`config.mk`:
```
export PLATFORM = sky130hd
export DESIGN_NAME = tdl_fir_engine
export DESIGN_NICKNAME = d
export VERILOG_FILES = /design/src/rtl/tdl_fir_pkg.sv /design/src/rtl/tdl_fir_ctrl.sv /design/src/rtl/tdl_fir_datapath.sv /design/src/rtl/tdl_fir_engine.sv
export SDC_FILE = /design/constraint.sdc
export NUM_CORES = 2
export LEC_CHECK = 0
export ABC_AREA = 1
export BUFFER_PORTS_ARGS = -buffer_cell sky130_fd_sc_hd__buf_4
export CORE_ASPECT_RATIO = 0.9
export CORE_MARGIN = 4
export CORE_UTILIZATION = 30
export CTS_BUF_LIST = sky130_fd_sc_hd__clkbuf_4 sky130_fd_sc_hd__clkbuf_8 sky130_fd_sc_hd__clkbuf_16
export DETAILED_ROUTE_END_ITERATION = 10
export GPL_ROUTABILITY_DRIVEN = 0
export MAX_ROUTING_LAYER = met4
export PLACE_DENSITY = 0.55
export SETUP_SLACK_MARGIN = 0.02
export SKIP_CTS_REPAIR_TIMING = 1
export SLEW_MARGIN = 20
export SYNTH_ARGS = -nofsm -noshare
export SYNTH_HDL_FRONTEND = slang
export SYNTH_SLANG_ARGS = --single-unit
```
`constraint.sdc`:
```
create_clock -name clk -period 8.5 [get_ports clk]
set_input_delay 0.85 -clock clk [delete_from_list [all_inputs] [get_ports clk]]
set_output_delay 0.85 -clock clk [all_outputs]
set_load 0.03 [all_outputs]
```
`src/rtl/tdl_fir_pkg.sv`:
```
package tdl_fir_pkg;

  localparam int ACC_N  = 4;
  localparam int ACC_IW = $clog2(ACC_N);

  typedef enum logic {
    S_IDLE = 1'b0,
    S_BUSY = 1'b1
  } fir_state_t;

  // strobes from control to datapath
  typedef struct packed {
    logic              accept;    // write sample into history this edge
    logic              issue;     // launch one tap fetch this edge
    logic              clrAcc;    // zero accumulator accSel
    logic              capture;   // snapshot all partial sums
    logic              coefOpen;  // coefficient writes permitted
    logic [ACC_IW-1:0] accSel;    // accumulator for issue / clear
  } fir_strobe_t;

endpackage

```
`src/rtl/tdl_fir_ctrl.sv`:
```
module tdl_fir_ctrl
  import tdl_fir_pkg::*;
#(
  parameter int NTAPS   = 8,
  parameter int CAP_AT  = 20,
  parameter int LATENCY = 34
) (
  input  logic        clk,
  input  logic        rstN,
  input  logic        inValid,
  output logic        inReady,
  output fir_strobe_t stb
);

  localparam int CW = $clog2(LATENCY + 1);

  fir_state_t    state;
  logic [CW-1:0] cnt;
  logic          busy;

  assign busy = (state == S_BUSY);

  always_ff @(posedge clk or negedge rstN) begin
    if (!rstN) begin
      state <= S_IDLE;
      cnt   <= '0;
    end else begin
      case (state)
        S_IDLE: begin
          cnt <= '0;
          if (inValid) state <= S_BUSY;
        end
        S_BUSY: begin
          if (cnt == CW'(LATENCY - 1)) begin
            state <= S_IDLE;
            cnt   <= '0;
          end else begin
            cnt <= cnt + 1'b1;
          end
        end
        default: state <= S_IDLE;
      endcase
    end
  end

  always_comb begin
    inReady      = !busy;
    stb.accept   = !busy && inValid;
    stb.issue    = busy && (cnt < CW'(NTAPS));
    stb.clrAcc   = busy && (cnt < CW'(ACC_N));
    stb.capture  = busy && (cnt == CW'(CAP_AT));
    stb.coefOpen = !busy;
    stb.accSel   = cnt[ACC_IW-1:0];
  end

endmodule

```
`src/rtl/tdl_fir_datapath.sv`:
```
module tdl_fir_datapath
  import tdl_fir_pkg::*;
#(
  parameter int NTAPS   = 8,
  parameter int DW      = 32,
  parameter int MEM_LAT = 4,
  parameter int MUL_LAT = 3,
  parameter int ADD_LAT = 3,
  parameter int ST_LAT  = 4
) (
  input  logic                 clk,
  input  logic                 rstN,
  input  fir_strobe_t          stb,
  input  logic signed [DW-1:0] inData,
  input  logic                 coefWr,
  input  logic [$clog2(NTAPS)-1:0] coefAddr,
  input  logic signed [DW-1:0] coefData,
  output logic                 outValid,
  output logic signed [DW-1:0] outData
);

  localparam int AW      = $clog2(NTAPS);
  localparam int SUM_N   = ADD_LAT - 1;             // sum registers before write-back
  localparam int PAIR_AT = ADD_LAT + 1;             // tail stage doing the final add
  localparam int TAIL    = 2 * (ADD_LAT + 1) + ST_LAT + 1;

  // ---------------- storage and pointers ----------------
  logic signed [DW-1:0] hist [NTAPS];
  logic signed [DW-1:0] coef [NTAPS];
  logic [AW-1:0]        wrPtr, rdPtr, coefPtr;

  always_ff @(posedge clk or negedge rstN) begin
    if (!rstN) begin
      for (int i = 0; i < NTAPS; i++) begin
        hist[i] <= '0;
        coef[i] <= '0;
      end
      wrPtr   <= '0;
      rdPtr   <= '0;
      coefPtr <= '0;
    end else begin
      if (stb.accept) begin
        hist[wrPtr] <= inData;
        rdPtr       <= wrPtr;
        coefPtr     <= '0;
        wrPtr       <= (wrPtr == AW'(NTAPS - 1)) ? '0 : wrPtr + 1'b1;
      end else if (stb.issue) begin
        rdPtr   <= (rdPtr == '0) ? AW'(NTAPS - 1) : rdPtr - 1'b1;
        coefPtr <= coefPtr + 1'b1;
      end
      if (coefWr && stb.coefOpen && (32'(coefAddr) < NTAPS))
        coef[coefAddr] <= coefData;
    end
  end

  // ---------------- read path: issue register + MEM_LAT ----------------
  logic signed [DW-1:0] rdX [MEM_LAT+1];
  logic signed [DW-1:0] rdH [MEM_LAT+1];
  logic                 rdV [MEM_LAT+1];
  logic [ACC_IW-1:0]    rdI [MEM_LAT+1];

  always_ff @(posedge clk or negedge rstN) begin
    if (!rstN) begin
      for (int i = 0; i <= MEM_LAT; i++) begin
        rdX[i] <= '0; rdH[i] <= '0; rdV[i] <= 1'b0; rdI[i] <= '0;
      end
    end else begin
      rdV[0] <= stb.issue;
      rdX[0] <= hist[rdPtr];
      rdH[0] <= coef[coefPtr];
      rdI[0] <= stb.accSel;
      for (int i = 1; i <= MEM_LAT; i++) begin
        rdV[i] <= rdV[i-1]; rdX[i] <= rdX[i-1];
        rdH[i] <= rdH[i-1]; rdI[i] <= rdI[i-1];
      end
    end
  end

  // ---------------- multiplier: operand register + MUL_LAT ----------------
  logic signed [DW-1:0] mA, mB;
  logic                 mV;
  logic [ACC_IW-1:0]    mI;
  logic signed [DW-1:0] mP  [MUL_LAT];
  logic                 mPV [MUL_LAT];
  logic [ACC_IW-1:0]    mPI [MUL_LAT];

  always_ff @(posedge clk or negedge rstN) begin
    if (!rstN) begin
      mA <= '0; mB <= '0; mV <= 1'b0; mI <= '0;
      for (int i = 0; i < MUL_LAT; i++) begin
        mP[i] <= '0; mPV[i] <= 1'b0; mPI[i] <= '0;
      end
    end else begin
      mA <= rdX[MEM_LAT];
      mB <= rdH[MEM_LAT];
      mV <= rdV[MEM_LAT];
      mI <= rdI[MEM_LAT];
      mP[0]  <= mA * mB;
      mPV[0] <= mV;
      mPI[0] <= mI;
      for (int i = 1; i < MUL_LAT; i++) begin
        mP[i] <= mP[i-1]; mPV[i] <= mPV[i-1]; mPI[i] <= mPI[i-1];
      end
    end
  end

  // ---------------- adder: operand register + ADD_LAT into rotating accs ----------------
  logic signed [DW-1:0] aIn;
  logic                 aV;
  logic [ACC_IW-1:0]    aI;
  logic signed [DW-1:0] sS [SUM_N];
  logic                 sV [SUM_N];
  logic [ACC_IW-1:0]    sI [SUM_N];
  logic signed [DW-1:0] acc [ACC_N];

  always_ff @(posedge clk or negedge rstN) begin
    if (!rstN) begin
      aIn <= '0; aV <= 1'b0; aI <= '0;
      for (int i = 0; i < SUM_N; i++) begin
        sS[i] <= '0; sV[i] <= 1'b0; sI[i] <= '0;
      end
    end else begin
      aIn   <= mP[MUL_LAT-1];
      aV    <= mPV[MUL_LAT-1];
      aI    <= mPI[MUL_LAT-1];
      sS[0] <= acc[aI] + aIn;
      sV[0] <= aV;
      sI[0] <= aI;
      for (int i = 1; i < SUM_N; i++) begin
        sS[i] <= sS[i-1]; sV[i] <= sV[i-1]; sI[i] <= sI[i-1];
      end
    end
  end

  always_ff @(posedge clk or negedge rstN) begin
    if (!rstN) begin
      for (int j = 0; j < ACC_N; j++) acc[j] <= '0;
    end else begin
      for (int j = 0; j < ACC_N; j++) begin
        if (sV[SUM_N-1] && (sI[SUM_N-1] == ACC_IW'(j)))
          acc[j] <= sS[SUM_N-1];
        else if (stb.clrAcc && (stb.accSel == ACC_IW'(j)))
          acc[j] <= '0;
      end
    end
  end

  // ---------------- capture, two-level reduction, store delay ----------------
  logic signed [DW-1:0] cap [ACC_N];
  logic                 capV;
  logic signed [DW-1:0] laneA [TAIL];
  logic signed [DW-1:0] laneB [TAIL];
  logic                 tV    [TAIL];

  always_ff @(posedge clk or negedge rstN) begin
    if (!rstN) begin
      capV <= 1'b0;
      for (int j = 0; j < ACC_N; j++) cap[j] <= '0;
      for (int i = 0; i < TAIL; i++) begin
        laneA[i] <= '0; laneB[i] <= '0; tV[i] <= 1'b0;
      end
    end else begin
      capV <= stb.capture;
      if (stb.capture)
        for (int j = 0; j < ACC_N; j++) cap[j] <= acc[j];
      tV[0] <= capV;
      if (capV) begin
        laneA[0] <= cap[0] + cap[1];
        laneB[0] <= cap[2] + cap[3];
      end
      for (int i = 1; i < TAIL; i++) begin
        tV[i] <= tV[i-1];
        if (tV[i-1]) begin
          if (i == PAIR_AT) laneA[i] <= laneA[i-1] + laneB[i-1];
          else              laneA[i] <= laneA[i-1];
          laneB[i] <= laneB[i-1];
        end
      end
    end
  end

  assign outValid = tV[TAIL-1];
  assign outData  = laneA[TAIL-1];

endmodule

```
`src/rtl/tdl_fir_engine.sv`:
```
module tdl_fir_engine
  import tdl_fir_pkg::*;
#(
  parameter int NTAPS   = 8,
  parameter int DW      = 32,
  parameter int MEM_LAT = 4,
  parameter int MUL_LAT = 3,
  parameter int ADD_LAT = 3,
  parameter int ST_LAT  = 4
) (
  input  logic                     clk,
  input  logic                     rstN,
  input  logic                     inValid,
  output logic                     inReady,
  input  logic signed [DW-1:0]     inData,
  input  logic                     coefWr,
  input  logic [$clog2(NTAPS)-1:0] coefAddr,
  input  logic signed [DW-1:0]     coefData,
  output logic                     outValid,
  output logic signed [DW-1:0]     outData
);

  localparam int CAP_AT  = NTAPS + MEM_LAT + MUL_LAT + ADD_LAT + 2;
  localparam int TAIL    = 2 * (ADD_LAT + 1) + ST_LAT + 1;
  localparam int LATENCY = CAP_AT + 1 + TAIL;

  fir_strobe_t stb;

  tdl_fir_ctrl #(
    .NTAPS(NTAPS), .CAP_AT(CAP_AT), .LATENCY(LATENCY)
  ) u_ctrl (
    .clk(clk), .rstN(rstN), .inValid(inValid), .inReady(inReady), .stb(stb)
  );

  tdl_fir_datapath #(
    .NTAPS(NTAPS), .DW(DW), .MEM_LAT(MEM_LAT), .MUL_LAT(MUL_LAT),
    .ADD_LAT(ADD_LAT), .ST_LAT(ST_LAT)
  ) u_dp (
    .clk(clk), .rstN(rstN), .stb(stb), .inData(inData),
    .coefWr(coefWr), .coefAddr(coefAddr), .coefData(coefData),
    .outValid(outValid), .outData(outData)
  );

endmodule

```
### After elaboration in Yosys (flattened, before gate mapping)

Index checks and enable logic that the tools add are counted.
W data, S select, Z words.

| word-level totals | value |
|---|---|
| flip-flop bits (word level) | 1954 |
| output and inout bits | 34 |
| word-level logic and storage cells | 193 |

| cells by class | value |
|---|---|
| muxes and demuxes | 34 |
| $add $sub $neg | 8 |
| equal/unequal tests | 9 |
| bitwise operators | 6 |
| reductions and logical operators | 24 |
| multipliers | 1 |
| magnitude comparators | 9 |

Operators with widths:

| operator | count |
|---|---|
| $bwmux W256 | 2 |
| $mux W32 | 16 |
| $bmux W32 S3 | 2 |
| $demux W32 S3 | 2 |
| $add A32 B32 Y32 | 4 |
| $bmux W32 S2 | 1 |
| $mul A32 B32 Y32 | 1 |
| $mux W3 | 6 |
| $ge A4 B4 Y1 const B | 4 |
| $not A3 Y4 | 4 |
| $logic_and A1 B1 Y1 | 15 |
| $pmux W6 S2 | 1 |
| $reduce_bool A2 Y1 | 5 |
| $eq A2 B2 Y1 const B | 4 |
| $lt A4 B1 Y1 const B | 2 |
| $add A3 B1 Y3 const B | 2 |
| $add A6 B1 Y6 const B | 1 |
| $eq A6 B5 Y1 const B | 1 |
| $eq A6 B6 Y1 const B | 1 |
| $lt A6 B3 Y1 const B | 1 |
| $lt A6 B4 Y1 const B | 1 |
| $mux W6 | 1 |
| $eq A2 B1 Y1 const B | 2 |
| $logic_not A2 Y1 | 2 |
| other kinds (9) | 10 |

### Logic depth before layout (Yosys ltp)

| logic depth | value |
|---|---|
| depth after elaboration | 6 |
| mapped depth | 35 |
| mapped depth without buffers | 33 |

### Modules after synthesis

Synthesis repeated with hierarchy kept, for this count alone.

| second synthesis, totals | value |
|---|---|
| cell total of the unflattened synthesis | 9939 |
| area, all modules | 93875.0 µm² |

By module, submodules not included:

| module | seq. area each (µm²) | cells each | times used | area each (µm²) |
|---|---|---|---|---|
| tdl_fir_datapath | 48721.7 | 9890 | 1 | 93468.4 |
| tdl_fir_ctrl | 175.2 | 49 | 1 | 406.6 |

### Least setup slack after synthesis

No wires, ideal clock.

| timing path | value |
|---|---|
| kind | reg2reg |
| start point | register u_dp.mB[2] |
| end point | register u_dp.mP[93] (netlist bit) |
| arrival time | 6.197 ns |
| buffers on the path | 2 |
| path slack | 2.175 ns |
| period minus slack after synthesis | 6.325 ns |
| setup time | 0.128 ns |
| stages on the path, launching flop included | 24 |
| cells stage by stage | dfrtp_1 -> clkbuf_1 -> clkbuf_1 -> nand2_1 -> fa_1 -> inv_1 -> fa_1 -> inv_1 -> fa_1 -> fa_1 -> inv_1 -> fa_1 -> fa_1 -> fa_1 -> fa_1 -> ha_1 -> nand2_1 -> nor2_1 -> inv_1 -> nor3_1 -> nand3_1 -> nand3_1 -> a21oi_1 -> xor2_1 |

| on the way | value |
|---|---|
| cells in the longest elaborated chain, start to end | 1 |

RTL lines:

| element | RTL line | RTL |
|---|---|---|
| from (decl) | tdl_fir_datapath.sv:80 | `logic signed [DW-1:0] mA, mB;` |
| from (signal assigned) | tdl_fir_datapath.sv:95 | `mB <= rdH[MEM_LAT];` |
| $mul A32 B32 Y32 | tdl_fir_datapath.sv:98 | `mP[0] <= mA * mB;` |
| to (signal, indexed assignment) | tdl_fir_datapath.sv:102 | `mP[i] <= mP[i-1]; mPV[i] <= mPV[i-1]; mPI[i] <= mPI[i-1];` |
| to (decl) | tdl_fir_datapath.sv:83 | `logic signed [DW-1:0] mP [MUL_LAT];` |

Every way passes these cells.
A chain may end at the register's enable or synchronous reset.

### Worst setup path in the final report

| timing path | value |
|---|---|
| start point | register u_dp.mB[9] |
| end point | register u_dp.mP[94] (netlist bit) |

The elaborated chain is that of the path after synthesis.

==> run summary <==
outcome -> finished, final reports clean
Hold Path Cell Cnt -> 3
Rows -> 195
part of the cycle the worst path needs -> 0.8463
final hold vios -> 0
Post-Synth XOR/XNOR Area -> 0.009826
pin count of the biggest net entering global routing -> 225
Mean Syn Cell Area -> 9.284 um^2
Final nets -> 10,800
endpoint type of the worst setup path -> flop
largest family of logic cells by synthesized area -> simple AND/OR/NAND/NOR gates
Vias/cell -> 4.529
layout cell share with drive strength beyond 1 -> 0.07124
worst-path fanout max -> 24
Tmin final -> 7.194 ns
Highest Clock Rate -> 139.0 MHz
Synth top area share -> 0.5182
top sig layer -> met4
via count -> 64,850
Skew-Pair Late Insertion Delay -> 0.87 ns
register area share after synthesis -> 0.5182
CP Depth -> 20
Reg clk slew, reported paths -> 0.07 ns
synth warn -> 0
CP cell instances -> nand2_1 -> fa_1 -> fa_1 -> fa_1 -> fa_1 -> fa_1 -> inv_1 -> fa_1 -> fa_1 -> fa_1 -> ha_1 -> nand2_1 -> nor2_1 -> inv_1 -> nor3_1 -> nand4_1 -> nand3_1 -> nand2_1 -> nand3_1 -> xor2_1
Synth Register Bits -> 1,954
final WL -> 227,600 um
CP most frequent cell -> fa_1
CP required -> 9.26 ns
Crit path max-delay family -> adder cells
Reg2Reg Setup Slack -> 1.31 ns
remaining global-route overflow -> 0
dpl hpwl -> 151,800 um
initial antenna violation count -> 6
critical path class -> flop to flop
first-pass GRT wire length -> 370,300 um
transition time of the tightest slew-check pin -> 1.082 ns
Worst Path Buf+Inv -> 2
I/O Buffers -> 104
# DRC -> 0
fraction of synthesized area in multiplexers -> 0.005370
Met1 Routed Length -> 107,000 um
Synth Area in Adders -> 0.1249
core box area -> 0.3133 mm^2
gate count after technology mapping -> 10,160
chip width -> 599.2 um
Slew Viols, Final -> 0
Post-Syn Area -> 0.09436 mm^2
largest area contributor in the netlist -> dfrtp_1
number of flops mapped to enable cells by yosys -> 0
prevailing post-synth register cell -> dfrtp_1
Worst EP arrival -> 7.95 ns
Min-Delay Path Class -> input pin to flop
Ports -> 105
slowest stage delay, CP -> 1.03 ns
Synthesized Nets -> 10,930
1st-iter DRT viols -> 4,678
Slowest-stage cell, CP -> dfrtp_1
RSZ-0062 raised after global routing -> false
aggregate negative setup slack -> 0 ns
post-synthesis simple-gate area fraction -> 0.1272
Max Cap Viol -> 0
WL met3 -> 10,170 um
clk_skew -> 0.08972 ns
antenna viol nets, final -> 0
P&R area growth vs syn -> 12.02%
final setup vio count -> 0
first drt pass iteration count -> 5
root buf cell -> clkbuf_16
Tot GR Track Use -> 0.1448
Die Ht -> 540.1 um
top post-synthesis cells by area -> dfrtp_1 (52%), fa_1 (8.7%), nand2_1 (8.4%)
Initial Util -> 0.3012
CTS buffer count -> 198
CTS H-tree depth -> 4
Compound-Gate Fraction of Synth Area -> 0.1262
CP Launch Type -> flop
worst rel slew slack -> 0.2785
die area -> 0.3236 mm^2
Clock Sinks -> 1,954
Netlist cell types -> 62
wire length per cell -> 15.89 um
DR WL met2 -> 104,600 um
Async SR Flop Fraction -> 1.000
clk buf depth -> 4
CTS tree -> yes
vias in the first global route -> 64,840
reg2reg path depth -> 20
-- path summary, 6_finish.rpt --
check                                  from             end
worst min register to register  u_dp.mPI[3]     u_dp.mPI[1]
worst min-delay path              inData[0]  u_dp.hist[128]
max in group asynchronous              rstN  u_dp.hist[242]
worst max register to register   u_dp.mB[9]     u_dp.mP[94]
min in group asynchronous              rstN   u_dp.coef[22]
worst max-delay path             u_dp.mB[9]     u_dp.mP[94]
-- cell families after synthesis --
family,after synthesis
AOI/OAI and AO/OA,2192
xor gates and xnor gates,105
adders and majority gates,695
buffers and inverters,2153
DFF,1954
muxes,45
and+or+nand+nor,3020
-- flip-flops by register name, indices dropped and copies added, names as in the netlist, 64 cells and up --
signal,cells
u_dp.acc,128
u_dp.laneA,384
u_dp.rdX,160
u_dp.sS,64
u_dp.rdH,160
u_dp.coef,256
u_dp.cap,128
u_dp.hist,256
u_dp.laneB,128
u_dp.mP,96
-- metrics by stage --
stage	utilization	instance area, um^2	setup WS (ns)	std cells	hold WS, ns
finish	0.3374	105700	1.306	14320	0.2042
global route	0.3374	105700	1.044	14320	0.1830
CTS	0.3373	105700	1.256	14310	-0.1460
detailed placement	0.3162	99040	1.230	13970	0.3347
global placement	0.3162	99040	1.338	13970	0.3311
floorplan	-	94360	2.175	10160	0.3312
-- cell type report --
| class | count | area, um^2 |
|---|---|---|
| Timing Repair Buffer | 192 | 1580 |
| Antenna cell | 5 | 12.51 |
| Sequential cell | 1954 | 48930 |
| Clock buffer | 274 | 5773 |
| Multi-Input combinational cell | 6057 | 37260 |
| Clock inverter | 67 | 838.3 |
| Fill cell | 32260 | 207600 |
| Inverter | 1633 | 6133 |
| Tap cell | 4137 | 5176 |
-- placed cells by master, fill, tap and decap left out, types with 14 or more instances in the layout --
cell       Yosys  final
nand2_1     2101   2092
dfrtp_1     1954   1940
inv_1       1611   1609
o21ai_0     1193   1193
nor2_1       597    597
a21oi_1      519    519
fa_1         412    412
ha_1         283    283
clkbuf_16      0    200
buf_4         45    180
nand3_1      175    167
o22ai_1      129    129
a31oi_1       89     89
xor2_1        68     68
o211ai_1      66     66
o21ai_1       64     64
mux2_2        45     45
clkbuf_4       0     40
xnor2_1       36     36
clkbuf_8       0     34
clkinv_2       0     31
nor3_1        30     30
nand4_1       28     28
nand2_2       15     23
nand3b_1      20     20
o21bai_1      19     19
inv_2         16     18
bufinv_16      0     16
a21oi_2       15     15
a21o_1        14     14
o21ai_2       14     14
-- metal layers --
metal  up-vias  track usage
met5         -            -
met4         0      0.03528
met3       360      0.01970
met2      1251       0.2271
met1     31530       0.1988
li1      31710            -
-- synthesized netlist by cell type (6+ instances only) --
cell and count:
nor4_1 9, o211ai_1 66, o21bai_1 19, xnor2_1 36, clkinv_1 6, o21a_1 11
inv_2 16, o31ai_1 6, nor3_1 30, o21ai_1 64, buf_2 58, ha_1 283
a21o_1 14, nand2_1 2101, a31oi_1 89, clkbuf_1 386, dfrtp_1 1954, o21ai_2 14
o21ai_0 1193, buf_4 45, nand3b_1 20, nand3_1 175, nand2_2 15, mux2_2 45
buf_1 30, a21boi_2 6, or2_2 13, o22ai_1 129, nor2_1 597, a21oi_1 519
nand4_1 28, a21oi_2 15, a221oi_1 10, fa_1 412, or2_1 11, inv_1 1611
xor2_1 68
-- tightest hold or removal path: cells and delay by family --
family                 cells  cell delay [ns]
buffers and inverters      1             0.09
AOI/OAI and AO/OA          1             0.06
and+or+nand+nor            1             0.04
Power is left out: the tool's default activity adds up to more than one toggle a clock period on the data nets, which glitch-free logic cannot reach.
